--- src/rtl/bank_pwr_pkg.sv ---
package bank_pwr_pkg;
  typedef enum logic [1:0] {
    PH_ACTIVE = 2'd0,
    PH_ENTER  = 2'd1,
    PH_SLEEP  = 2'd2,
    PH_WAKE   = 2'd3
  } phase_t;

  typedef enum logic [1:0] {
    ST_ACTIVE  = 2'd0,
    ST_STANDBY = 2'd1,
    ST_NAP     = 2'd2,
    ST_PDOWN   = 2'd3
  } pstate_t;
endpackage

--- src/rtl/bank_inflight_ctr.sv ---
module bank_inflight_ctr #(
  parameter int MAX_OUT = 4,
  localparam int CW = $clog2(MAX_OUT + 1)
) (
  input  logic          clk,
  input  logic          rst,
  input  logic          inc,
  input  logic          cpl,
  output logic [CW-1:0] cnt,
  output logic          zero,
  output logic          full
);
  logic [CW-1:0] cnt_q;
  logic          dec;

  // a completion with nothing outstanding is dropped
  assign dec = cpl && (cnt_q != '0);

  always_ff @(posedge clk) begin
    if (rst) begin
      cnt_q <= '0;
    end else begin
      case ({inc, dec})
        2'b10:   cnt_q <= cnt_q + 1'b1;
        2'b01:   cnt_q <= cnt_q - 1'b1;
        default: cnt_q <= cnt_q;
      endcase
    end
  end

  assign cnt  = cnt_q;
  assign zero = (cnt_q == '0);
  assign full = (cnt_q == CW'(MAX_OUT));
endmodule

--- src/rtl/bank_idle_timer.sv ---
module bank_idle_timer #(
  parameter int THR_W = 12
) (
  input  logic             clk,
  input  logic             rst,
  input  logic             active,
  input  logic             drained,
  input  logic             req,
  input  logic [THR_W-1:0] limit,
  output logic             expire
);
  localparam logic [THR_W-1:0] SAT = {THR_W{1'b1}};

  logic [THR_W-1:0] idle_q;
  logic             quiet;

  assign quiet = active && drained && !req;

  always_ff @(posedge clk) begin
    if (rst) begin
      idle_q <= '0;
    end else if (quiet) begin
      if (idle_q != SAT) idle_q <= idle_q + 1'b1;
    end else begin
      idle_q <= '0;
    end
  end

  assign expire = quiet && (idle_q >= limit);
endmodule

--- src/rtl/bank_pwr_fsm.sv ---
module bank_pwr_fsm #(
  parameter int ENTER_LAT = 2,
  parameter int WAKE_SB   = 2,
  parameter int WAKE_NP   = 10,
  parameter int WAKE_PD   = 50
) (
  input  logic       clk,
  input  logic       rst,
  input  logic       req,
  input  logic       expire,
  input  logic [1:0] sleep_sel,
  output logic       is_active,
  output logic       transit,
  output logic [1:0] bank_state
);
  import bank_pwr_pkg::*;

  localparam int M1   = (WAKE_PD > WAKE_NP) ? WAKE_PD : WAKE_NP;
  localparam int M2   = (WAKE_SB > ENTER_LAT) ? WAKE_SB : ENTER_LAT;
  localparam int MAXD = (M1 > M2) ? M1 : M2;
  localparam int TW   = $clog2(MAXD + 1);

  phase_t        ph_q;
  pstate_t       lp_q;
  pstate_t       sel_st;
  logic [TW-1:0] tmr_q;
  logic [TW-1:0] wake_m1;
  logic          pend_q;

  assign sel_st = (sleep_sel == 2'd0) ? ST_STANDBY : pstate_t'(sleep_sel);

  always_comb begin
    case (lp_q)
      ST_NAP:   wake_m1 = TW'(WAKE_NP - 1);
      ST_PDOWN: wake_m1 = TW'(WAKE_PD - 1);
      default:  wake_m1 = TW'(WAKE_SB - 1);
    endcase
  end

  always_ff @(posedge clk) begin
    if (rst) begin
      ph_q   <= PH_ACTIVE;
      lp_q   <= ST_STANDBY;
      tmr_q  <= '0;
      pend_q <= 1'b0;
    end else begin
      case (ph_q)
        PH_ACTIVE: begin
          if (expire) begin
            ph_q  <= PH_ENTER;
            lp_q  <= sel_st;
            tmr_q <= TW'(ENTER_LAT - 1);
          end
        end
        PH_ENTER: begin
          if (tmr_q == '0) begin
            pend_q <= 1'b0;
            if (pend_q || req) begin
              ph_q  <= PH_WAKE;
              tmr_q <= wake_m1;
            end else begin
              ph_q <= PH_SLEEP;
            end
          end else begin
            pend_q <= pend_q || req;
            tmr_q  <= tmr_q - 1'b1;
          end
        end
        PH_SLEEP: begin
          if (req) begin
            ph_q  <= PH_WAKE;
            tmr_q <= wake_m1;
          end
        end
        default: begin
          if (tmr_q == '0) ph_q <= PH_ACTIVE;
          else             tmr_q <= tmr_q - 1'b1;
        end
      endcase
    end
  end

  assign is_active  = (ph_q == PH_ACTIVE);
  assign transit    = (ph_q == PH_ENTER) || (ph_q == PH_WAKE);
  assign bank_state = is_active ? ST_ACTIVE : lp_q;
endmodule

--- src/rtl/bank_pwr_ctrl.sv ---
module bank_pwr_ctrl #(
  parameter int MAX_OUT   = 4,
  parameter int THR_W     = 12,
  parameter int ENTER_LAT = 2,
  parameter int WAKE_SB   = 2,
  parameter int WAKE_NP   = 10,
  parameter int WAKE_PD   = 50,
  localparam int CW = $clog2(MAX_OUT + 1)
) (
  input  logic             clk,
  input  logic             rst,
  input  logic             req_valid,
  output logic             req_ready,
  input  logic             cpl_valid,
  input  logic [THR_W-1:0] idle_limit,
  input  logic [1:0]       sleep_sel,
  output logic [1:0]       bank_state,
  output logic             transit,
  output logic [CW-1:0]    inflight
);
  logic is_active;
  logic full;
  logic drained;
  logic expire;
  logic grant;

  assign req_ready = is_active && !full;
  assign grant     = req_valid && req_ready;

  bank_inflight_ctr #(.MAX_OUT(MAX_OUT)) ctr_i (
    .clk  (clk),
    .rst  (rst),
    .inc  (grant),
    .cpl  (cpl_valid),
    .cnt  (inflight),
    .zero (drained),
    .full (full)
  );

  bank_idle_timer #(.THR_W(THR_W)) idle_i (
    .clk     (clk),
    .rst     (rst),
    .active  (is_active),
    .drained (drained),
    .req     (req_valid),
    .limit   (idle_limit),
    .expire  (expire)
  );

  bank_pwr_fsm #(
    .ENTER_LAT (ENTER_LAT),
    .WAKE_SB   (WAKE_SB),
    .WAKE_NP   (WAKE_NP),
    .WAKE_PD   (WAKE_PD)
  ) fsm_i (
    .clk        (clk),
    .rst        (rst),
    .req        (req_valid),
    .expire     (expire),
    .sleep_sel  (sleep_sel),
    .is_active  (is_active),
    .transit    (transit),
    .bank_state (bank_state)
  );
endmodule

--- config.mk ---
export PLATFORM = sky130hd
export DESIGN_NAME = bank_pwr_ctrl
export DESIGN_NICKNAME = d
export VERILOG_FILES = /design/src/rtl/bank_pwr_pkg.sv /design/src/rtl/bank_inflight_ctr.sv /design/src/rtl/bank_idle_timer.sv /design/src/rtl/bank_pwr_fsm.sv /design/src/rtl/bank_pwr_ctrl.sv
export SDC_FILE = /design/constraint.sdc
export NUM_CORES = 1
export LEC_CHECK = 0
export ABC_AREA = 0
export ABC_CLOCK_PERIOD_IN_PS = 2750
export BUFFER_PORTS_ARGS = -buffer_cell sky130_fd_sc_hd__buf_2
export CELL_PAD_IN_SITES_DETAIL_PLACEMENT = 0
export CELL_PAD_IN_SITES_GLOBAL_PLACEMENT = 1
export CORE_AREA = 2 2 70 72
export DETAILED_ROUTE_END_ITERATION = 12
export DIE_AREA = 0 0 72 74
export PLACE_DENSITY_LB_ADDON = 0.1
export SLEW_MARGIN = 15
export SYNTH_ARGS = -nofsm -noshare
export SYNTH_HDL_FRONTEND = slang
export SYNTH_SLANG_ARGS = --single-unit
--- constraint.sdc ---
create_clock -name clk -period 2.75 [get_ports clk]
set_input_delay 0 -clock clk [delete_from_list [all_inputs] [get_ports clk]]
set_output_delay 0 -clock clk [all_outputs]
set_load 0.02 [all_outputs]
==> results of run 1 <==
metrics by stage:
step / power, mW / instance area, um2
after floorplan: 0.668 / 1890
after global placement: 0.742 / 2070
after detailed placement: 0.741 / 2070
after CTS: 1.00 / 2140
after global routing: 1.05 / 2140
final: 0.984 / 2140
cell usage after synthesis, types with 2 or more instances:
| cell type | number | share of area |
|---|---|---|
| ha_1 | 19 | 0.13 |
| o32ai_1 | 5 | 0.023 |
| a31oi_1 | 3 | 0.0099 |
| clkbuf_1 | 4 | 0.0079 |
| nand4_1 | 5 | 0.017 |
| dfxtp_1 | 26 | 0.28 |
| o21ai_0 | 7 | 0.019 |
| nand2_1 | 23 | 0.046 |
| a21o_1 | 2 | 0.0079 |
| mux2i_1 | 6 | 0.032 |
| nor3b_1 | 4 | 0.016 |
| xnor2_1 | 2 | 0.0093 |
| nor2_1 | 20 | 0.040 |
| a21oi_1 | 13 | 0.034 |
| o211ai_1 | 3 | 0.012 |
| a211oi_1 | 8 | 0.032 |
| nor2b_1 | 2 | 0.0066 |
| and3_1 | 3 | 0.0099 |
| inv_1 | 29 | 0.058 |
| xor2_1 | 8 | 0.037 |
logic make-up (layout without fill, tap and decap cells):
kind of cell | after synthesis | after routing | synth area share
xor+xnor | 10 | 10 | 0.0464
flops | 26 | 26 | 0.275
compound gates | 58 | 58 | 0.236
fa+ha+maj | 20 | 20 | 0.136
mux | 8 | 8 | 0.0457
simple gates | 70 | 70 | 0.188
buf+inv | 34 | 61 | 0.0715
metal layers:
metal | routed length [um] | part of all wire | vias up
met5 | 0 | 0 | -
met4 | 36 | 0.0087 | 0
met3 | 98 | 0.024 | 4
met2 | 1960 | 0.47 | 23
met1 | 2040 | 0.49 | 736
li1 | - | - | 864
area by class of cell:
| type | count | area, um2 | share of cell area |
|---|---|---|---|
| repair buffers | 28 | 155 | 0.0725 |
| clock buffers | 4 | 55.1 | 0.0257 |
| inverters | 29 | 109 | 0.0508 |
| multi-input cells | 166 | 1230 | 0.576 |
| well taps | 54 | 67.6 | 0.0316 |
| flip-flops and latches | 26 | 520 | 0.243 |
what timing repair did:
action | 4_1_cts | 5_1_grt
gates resized for setup | 0 | 0
hold endpoints to repair | 2 | 0
hold buffers | 2 | 0
worst min-delay path by stage:
stage	endpoint	slack (ns)	cells after the start
after CTS	ctr_i.cnt[0]	0.07	2
after global placement	fsm_i.lp_q[1]	0.26	3
final	ctr_i.cnt[0]	0.07	2
after floorplan	fsm_i.lp_q[1]	0.14	2
after global routing	ctr_i.cnt[0]	0.08	2
after detailed placement	fsm_i.lp_q[1]	0.26	3
flip-flops by register name (all words and copies together) (netlist names):
| name | count |
|---|---|
| fsm_i.ph_q | 2 |
| fsm_i.tmr_q | 6 |
| idle_i.idle_q | 12 |
| fsm_i.pend_q | 1 |
| fsm_i.lp_q | 2 |
| ctr_i.cnt | 3 |
critical path: cells and delay by family, from the launching register on:
family	cells	cell delay, ns
xor gates and xnor gates	1	0.15
buffers and inverters	3	0.34
DFF	1	0.39
and+or+nand+nor	2	0.38
adders and majority gates	3	0.83
AOI/OAI and AO/OA	2	0.23
where the power goes:
part / internal [mW] / leakage [nW] / total [mW] / switching, mW
sequential: 0.400 / 0.210 / 0.430 / 0.0297
combinational: 0.129 / 0.676 / 0.301 / 0.171
clock: 0.128 / 0.0288 / 0.254 / 0.126
total: 0.658 / 0.915 / 0.984 / 0.327
==> flow_summary.json, run 1 <==
{
  "status": "finished clean",
  "critical_path_class": "flop to flop",
  "pre_cts_slack_ns": 0.387,
  "synthArstFlopShare": 0,
  "synth_area_per_cell_um2": 8.36,
  "worst_path_largest_cell_delay_ns": 0.39,
  "grtUsageMet2": 0.280,
  "use_met1": 0.228,
  "worst_pin_slew_ns": 0.602,
  "worstPathMaxFanout": 6,
  "cts_buffers": 3,
  "nets": 292,
  "nFillCells": 457,
  "die_h_um": 74,
  "peakVddDrop_uv": 239,
  "setup_viol": 0,
  "core_area_um2": 4600,
  "wire_per_inst_um": 13.5,
  "grt_pass1_wl_mm": 7.05,
  "yosys_warnings": 0,
  "ys_types": 54,
  "slowest_stage": "dfxtp_1",
  "viasPerCell": 5.30,
  "grt_max_degree": 15,
  "die_w_um": 72,
  "max_slew_margin": 0.595,
  "skew_ns": 0.0139,
  "ioPinCount": 25,
  "antenna_found_initial": 0,
  "drc_errors": 0,
  "firstDrtPassIters": 6,
  "rr_endpoint": "ctr_i.cnt[2]",
  "maxSlewViolCount": 0,
  "num_rows": 25,
  "worstPathArrival_ns": 2.60,
  "power.density_nw_per_um2": 460,
  "cts_tree": "built",
  "place_hpwl_mm": 3.19,
  "crit_top_cell": "inv_1",
  "max_freq_mhz": 419,
  "final_common_cell": "inv_1",
  "r2r_start": "fsm_i.ph_q[0]",
  "dieArea_um2": 5330,
  "period_needed_ns": 2.38,
  "rsz0062_at_grt": "no",
  "finalCritPeriodShare": 0.867,
  "grt-ovfl-total": 0,
  "worst_ep_required_time_ns": 2.96,
  "startpoint": "fsm_i.ph_q[0]",
  "crit_path_end": "ctr_i.cnt[2]",
  "worstPathCellList": "inv_1 -> ha_1 -> inv_1 -> a31oi_1 -> nand2_1 -> ha_1 -> inv_1 -> fa_1 -> xor2_1 -> or3_1 -> a21oi_1",
  "p_leak_nw": 0.915,
  "initial_core_util": 0.411,
  "cap_violations": 0,
  "layout_common_cells": "inv_1 (29), dfxtp_1 (26), buf_2 (24)",
  "cts_setup_buffers": 0,
  "grt_pass1_vias": 1498,
  "ys.flop_type": "dfxtp_1",
  "synth-edff-count": 0,
  "grt_util_met3": 0.0217,
  "post-place-cells": 301,
  "hold_class": "input pin to flop",
  "clkLatencyLatePin_ns": 0.27,
  "drtAntennaViolNets": 0,
  "path_clk_slew_ns": 0.10,
  "ff2ff_setup_slack_ns": 0.37,
  "setup_ws_ns": 0.366,
  "n_antenna_cell": 0,
  "ys_seq_area_frac": 0.275,
  "end_kind": "flop",
  "post-route-util": 0.466,
  "synth-seq-cells": 26,
  "postSynthCellCount": 226,
  "final_cells": 307,
  "cts_buffer_depth": 2,
  "synthToLayoutAreaGrowth_pct": 13.3,
  "finalHoldViolCount": 0,
  "start_kind": "flop",
  "grt.busiest_layer": "met2",
  "drive_gt1_frac": 0.170,
  "vias": 1627,
  "min_from": "rst",
  "whs_ns": 0.0710,
  "finalSetupTns_ns": 0,
  "htreeDepth": 1,
  "port_buffers": 24,
  "mappedNetlistNets": 264,
  "cts_sinks": 26,
  "drt_iter0_drc": 52,
  "drt_wl_total_mm": 4.14,
  "synth_area_um2": 1890,
  "track_usage": 0.166,
  "r2r_cells": 11,
  "cts-root-buf": "clkbuf_8",
  "gp_congestion": 0.830
}
Note: power is estimated with default switching activity, not from simulation.
==> inputs of run 2 (changes only) <==
--- a/config.mk
+++ b/config.mk
@@ -17,4 +17,5 @@
 export SLEW_MARGIN = 15
 export SYNTH_ARGS = -nofsm -noshare
 export SYNTH_HDL_FRONTEND = slang
+export SYNTH_HIERARCHICAL = 1
 export SYNTH_SLANG_ARGS = --single-unit
==> constraint.sdc (replaced) <==
create_clock -name clk -period 2.75 [get_ports clk]
set_input_delay 0.6875 -clock clk [delete_from_list [all_inputs] [get_ports clk]]
set_output_delay 0.6875 -clock clk [all_outputs]
set_load 0.01 [all_outputs]
==> flow_summary.json, run 2 <==
{
  "grt-ovfl-total": 0,
  "cts_setup_buffers": 0,
  "track_usage": 0.174,
  "drive_gt1_frac": 0.146,
  "p_leak_nw": 0.910,
  "holdPathStages": 2,
  "power.density_nw_per_um2": 441,
  "yosys.area.top_type": "dfxtp_1",
  "core_area_um2": 4600,
  "ys_types": 50,
  "ys.flop_type": "dfxtp_1",
  "path_clk_slew_ns": 0.09,
  "largest_register": "idle_i/idle_q",
  "vias": 1749,
  "finalHoldViolCount": 0,
  "yosys_warnings": 6,
  "synth_area_um2": 1890,
  "grt_pass1_wl_mm": 7.42,
  "design_area_um2": 2120,
  "grt_pass1_vias": 1661,
  "die_w_um": 72,
  "port_buffers": 24,
  "largest_reg_flops": 12,
  "ff2ff_setup_slack_ns": 0.43,
  "synth_xor_area_frac": 0.0232,
  "max_slew_margin": 0.669,
  "worstPathCellList": "buf_2 -> inv_1 -> ha_1 -> nand2_1 -> o21ai_0 -> a2111oi_0 -> a21oi_1 -> o22ai_1 -> buf_4 -> o311ai_0 -> o31ai_1",
  "min_from": "fsm_i/lp_q[1]",
  "regArea_um2": 520,
  "max_freq_mhz": 427,
  "htreeDepth": 1,
  "clockPowerShare": 0.232,
  "ioPinCount": 25,
  "sw_frac_of_total": 0.339,
  "yosysTopAreaCellShare": 0.275,
  "dieArea_um2": 5330,
  "netlist_top_cells_area": "dfxtp_1 (28%), ha_1 (13%), a21oi_1 (6.1%)",
  "wire_per_inst_um": 13.4,
  "setup_viol": 0,
  "rsz0062_at_grt": "no",
  "firstDrtPassIters": 4,
  "n_antenna_cell": 0,
  "synth_compound_area_frac": 0.238,
  "skew_ns": 0.00358,
  "finalCritPeriodShare": 0.851,
  "worstPathArrival_ns": 2.49,
  "drc_errors": 0,
  "synth_area_per_cell_um2": 8.07,
  "cts_sinks": 26,
  "gp_congestion": 0.815,
  "peakVddDrop_uv": 229,
  "synth-seq-cells": 26,
  "place_hpwl_mm": 3.28,
  "cts_tree": "built",
  "worst_path_largest_cell_delay_ns": 0.34,
  "cts_buffer_depth": 2,
  "grt_max_degree": 18,
  "finalSetupTns_ns": 0,
  "slowest_stage": "o311ai_0",
  "antenna_found_initial": 0,
  "synthToLayoutAreaGrowth_pct": 12.2,
  "grtUsageMet2": 0.317,
  "die_h_um": 74,
  "clkLatencyLatePin_ns": 0.27,
  "nets": 302,
  "nFillCells": 468,
  "hold_class": "flop to flop",
  "critical_path_class": "input pin to flop",
  "synthArstFlopShare": 0,
  "maxSlewViolCount": 0,
  "power_switching_mw": 0.317,
  "grt_util_met3": 0.0244,
  "ys_seq_area_frac": 0.275,
  "postSynthCellCount": 234,
  "viasPerCell": 5.55,
  "synth_top_family_by_area": "simple AND/OR/NAND/NOR gates",
  "multi_input_area_um2": 1250,
  "mappedNetlistNets": 273,
  "synthAdderAreaFrac": 0.143,
  "worstPathMaxFanout": 7,
  "drtAntennaViolNets": 0,
  "combPwrFrac": 0.307,
  "cts.hold.buffers_added": 0,
  "rr_endpoint": "ctr_i/cnt[2]",
  "period_needed_ns": 2.34,
  "initial_core_util": 0.411,
  "cts_buffers": 3,
  "start_kind": "input pin",
  "worst_ep_required_time_ns": 2.90,
  "num_rows": 25,
  "status": "finished clean",
  "layout_common_cells": "inv_1 (26), dfxtp_1 (26), buf_2 (24)",
  "synth_common_cells": "dfxtp_1 (26), inv_1 (26), a21oi_1 (23)",
  "synthMuxAreaShare": 0,
  "cts-root-buf": "clkbuf_8",
  "cts_resized": 0,
  "worstHoldEndpoint": "fsm_i/lp_q[1]",
  "grt.busiest_layer": "met2",
  "drt_iter0_drc": 145,
  "internal-power_mw": 0.618,
  "use_met1": 0.213,
  "r2r_cells": 10,
  "synth-edff-count": 0,
  "power.share.sequential": 0.461,
  "place_area_um2": 2080,
  "r2r_start": "fsm_i/ph_q[0]",
  "cap_violations": 0,
  "worst_pin_slew_ns": 0.494,
  "synthSimpleGateAreaFrac": 0.257,
  "drt_wl_total_mm": 4.22,
  "end_kind": "flop"
}
-- run 2: cell count changes after synthesis, moves of 4 or more --
cell	delta
a211oi_1	-5
nor3_1	+5
xor2_1	-4
nand3_1	+8
nand2_1	-6
clkbuf_1	-4
or3_1	+4
o21ai_0	+6
mux2i_1	-6
a21oi_1	+10
nor2b_1	+5
-- run 2: area by class of cell --
cell class / instances / share of cell area
Timing Repair Buffer: 27 / 0.0673
Sequential cell: 26 / 0.246
Multi-Input combinational cell: 179 / 0.590
Tap cell: 54 / 0.0319
Inverter: 26 / 0.0460
Clock buffer: 3 / 0.0195
-- run 2: stage by stage --
stage / util / setup slack [ns] / cells / hold slack (ns) / power (mW)
after CTS: 0.461 / 0.396 / 315 / 0.478 / 0.954
final: 0.461 / 0.409 / 315 / 0.472 / 0.935
after detailed placement: 0.452 / 0.110 / 312 / 0.464 / 0.731
after global routing: 0.461 / 0.0844 / 315 / 0.506 / 1.01
after floorplan: - / 0.295 / 234 / 0.441 / 0.647
after global placement: 0.452 / 0.183 / 312 / 0.462 / 0.727
-- run 2: kinds of logic (layout without fill, tap and decap cells) --
| group | count (synthesis) | in the layout |
|---|---|---|
| AOI/OAI and AO/OA | 68 | 68 |
| and+or+nand+nor | 85 | 85 |
| buffers and inverters | 29 | 56 |
| adders and majority gates | 21 | 21 |
| DFF | 26 | 26 |
| xor gates and xnor gates | 5 | 5 |
-- run 2: metal layers --
layer | vias up | share of wire
met2 | 30 | 0.49
met1 | 801 | 0.47
met3 | 4 | 0.032
li1 | 914 | -
met5 | - | 0
met4 | 0 | 0.0097
-- run 2: worst max-delay path: cells and delay by family --
kind / cells / cell delay [ns]
compound gates: 6 / 1.16
fa+ha+maj: 1 / 0.28
buf+inv: 3 / 0.27
simple gates: 1 / 0.07
-- run 2: power groups by stage --
| stage | Sequential [mW] | Clock, mW | Combinational, mW |
|---|---|---|---|
| after global placement | 0.441 | 0 | 0.286 |
| after global routing | 0.437 | 0.242 | 0.329 |
| final | 0.431 | 0.217 | 0.287 |
| after floorplan | 0.443 | 0 | 0.205 |
| after CTS | 0.432 | 0.231 | 0.291 |
| after detailed placement | 0.440 | 0 | 0.290 |
-- run 2: worst max path at each step --
stage / start / slack [ns] / depth (start not counted) / end
3_5_place_dp: idle_limit[11] / 0.11 / 11 / fsm_i/tmr_q[4]
3_3_place_gp: idle_limit[11] / 0.18 / 11 / fsm_i/tmr_q[0]
4_1_cts: idle_limit[11] / 0.40 / 11 / fsm_i/tmr_q[4]
5_1_grt: idle_limit[11] / 0.08 / 11 / fsm_i/tmr_q[4]
2_1_floorplan: idle_limit[11] / 0.30 / 9 / fsm_i/tmr_q[0]
6_report: idle_limit[11] / 0.41 / 11 / fsm_i/tmr_q[4]
==> inputs of run 3 (changes only) <==
--- a/config.mk
+++ b/config.mk
@@ -8,12 +8,10 @@
 export ABC_AREA = 0
 export ABC_CLOCK_PERIOD_IN_PS = 2750
 export BUFFER_PORTS_ARGS = -buffer_cell sky130_fd_sc_hd__buf_2
-export CELL_PAD_IN_SITES_DETAIL_PLACEMENT = 0
-export CELL_PAD_IN_SITES_GLOBAL_PLACEMENT = 1
-export CORE_AREA = 2 2 70 72
+export CORE_AREA = 2 2 62 64
 export DETAILED_ROUTE_END_ITERATION = 12
-export DIE_AREA = 0 0 72 74
-export PLACE_DENSITY_LB_ADDON = 0.1
+export DIE_AREA = 0 0 64 66
+export PLACE_DENSITY = 0.75
 export SLEW_MARGIN = 15
 export SYNTH_ARGS = -nofsm -noshare
 export SYNTH_HDL_FRONTEND = slang
==> flow_summary.json, run 3 (same netlist as run 2, synthesis figures left out) <==
{
  "status": "finished clean",
  "cts_tree": "built",
  "gp_congestion": 0.917,
  "min_from": "fsm_i/lp_q[1]",
  "port_buffers": 24,
  "htreeDepth": 1,
  "firstDrtPassIters": 4,
  "post-route-util": 0.595,
  "drive_gt1_frac": 0.152,
  "max_slew_margin": 0.562,
  "hold_class": "flop to flop",
  "synthToLayoutAreaGrowth_pct": 11.9,
  "finalCritPeriodShare": 0.850,
  "worst_ep_required_time_ns": 3.03,
  "die_w_um": 64,
  "start_kind": "flop",
  "core_area_um2": 3550,
  "largest_reg_flops": 12,
  "maxSlewViolCount": 0,
  "multi_input_area_um2": 1250,
  "worstPathArrival_ns": 2.62,
  "viasPerCell": 5.73,
  "peakVddDrop_uv": 305,
  "post-place-cells": 307,
  "grt-ovfl-total": 0,
  "nFillCells": 348,
  "grt_pass1_vias": 1745,
  "r2r_start": "fsm_i/ph_q[0]",
  "vias": 1781,
  "ff2ff_setup_slack_ns": 0.41,
  "cts_buffers": 3,
  "crit_top_cell": "inv_1",
  "skew_ns": 0.00603,
  "worstHoldEndpoint": "fsm_i/lp_q[1]",
  "critical_path_class": "flop to flop",
  "cts_resized": 0,
  "pre_cts_slack_ns": 0.104,
  "worst_path_largest_cell_delay_ns": 0.41,
  "rsz0062_at_grt": "no",
  "worstPathCellList": "inv_1 -> ha_1 -> and3b_1 -> inv_1 -> ha_1 -> inv_1 -> fa_1 -> xor2_1 -> or3_1 -> a21oi_1",
  "p_leak_nw": 0.913,
  "nets": 303,
  "worst_pin_slew_ns": 0.652,
  "place_hpwl_mm": 3.14,
  "antenna_found_initial": 0,
  "dieArea_um2": 4220,
  "drt_wl_total_mm": 4.03,
  "drtAntennaViolNets": 0,
  "holdPathStages": 2,
  "period_needed_ns": 2.34,
  "r2r_cells": 10,
  "worstPathMaxFanout": 11,
  "setup_viol": 0,
  "cts_buffer_depth": 2,
  "path_clk_slew_ns": 0.15,
  "ioPinCount": 25,
  "layout_common_cells": "inv_1 (26), dfxtp_1 (26), buf_2 (24)",
  "finalHoldViolCount": 0,
  "wire_per_inst_um": 13.0,
  "final_cells": 311,
  "setup_ws_ns": 0.413,
  "max_freq_mhz": 428,
  "n_antenna_cell": 0,
  "end_kind": "flop",
  "die_h_um": 66,
  "power.density_nw_per_um2": 433,
  "cts_sinks": 26,
  "rr_endpoint": "ctr_i/cnt[2]",
  "grt_max_degree": 18,
  "track_usage": 0.212,
  "cts.hold.buffers_added": 0,
  "cts_setup_buffers": 0,
  "drc_errors": 0,
  "clkLatencyLatePin_ns": 0.33,
  "initial_core_util": 0.532,
  "slowest_stage": "dfxtp_1",
  "num_rows": 22,
  "cts-root-buf": "clkbuf_4",
  "drt_iter0_drc": 137,
  "largest_register": "idle_i/idle_q",
  "grt_pass1_wl_mm": 7.22,
  "cap_violations": 0,
  "finalSetupTns_ns": 0,
  "regArea_um2": 520
}
run 3: cell types whose count changed in the layout (fill, tap and decap cells not counted), sizes merged:
cell,change
clkbuf,+1
buf,+1
run 3: how the worst max path moves through the flow:
stage,slack (ns),startpoint,endpoint,cells after the start
2_1_floorplan,0.30,idle_limit[11],fsm_i/tmr_q[0],9
3_5_place_dp,0.10,idle_limit[11],fsm_i/tmr_q[0],11
3_3_place_gp,0.15,idle_limit[9],fsm_i/tmr_q[0],11
5_1_grt,0.24,fsm_i/ph_q[0],ctr_i/cnt[2],10
4_1_cts,0.41,fsm_i/ph_q[0],ctr_i/cnt[2],10
6_report,0.41,fsm_i/ph_q[0],ctr_i/cnt[2],10
run 3: metrics by stage:
step	area, um2	hold WS [ns]	total power, mW
2_1_floorplan	1890	0.441	0.647
3_3_place_gp	2080	0.466	0.718
3_5_place_dp	2080	0.471	0.725
4_1_cts	2110	0.491	0.928
5_1_grt	2110	0.530	0.994
6_report	2110	0.493	0.915
run 3: per-layer routing:
layer | GRT usage | vias to the layer above | routed length, um
li1 | - | 913 | -
met1 | 0.240 | 837 | 1810
met2 | 0.405 | 26 | 2060
met3 | 0.0409 | 5 | 119
met4 | 0.0543 | 0 | 38
met5 | 0 | - | 0
run 3: final cells by class:
type | count | area share
Multi-Input combinational cell | 179 | 0.591
Sequential cell | 26 | 0.246
Timing Repair Buffer | 28 | 0.0710
Inverter | 26 | 0.0462
Tap cell | 48 | 0.0284
Clock buffer | 4 | 0.0172
run 3: critical path: cells and delay by family, from the launching register on:
family	cells	cell delay [ns]
adder cells (fa/ha/maj)	3	0.87
AND/OR/NAND/NOR	2	0.53
flip-flops	1	0.41
buffers and inverters	3	0.19
XOR/XNOR	1	0.15
AO/OA/AOI/OAI	1	0.13
run 3: where the power goes:
group	internal [mW]	leakage (nW)	switching (mW)
logic	0.118	0.682	0.167
clock network	0.0812	0.0210	0.120
registers	0.403	0.210	0.0261
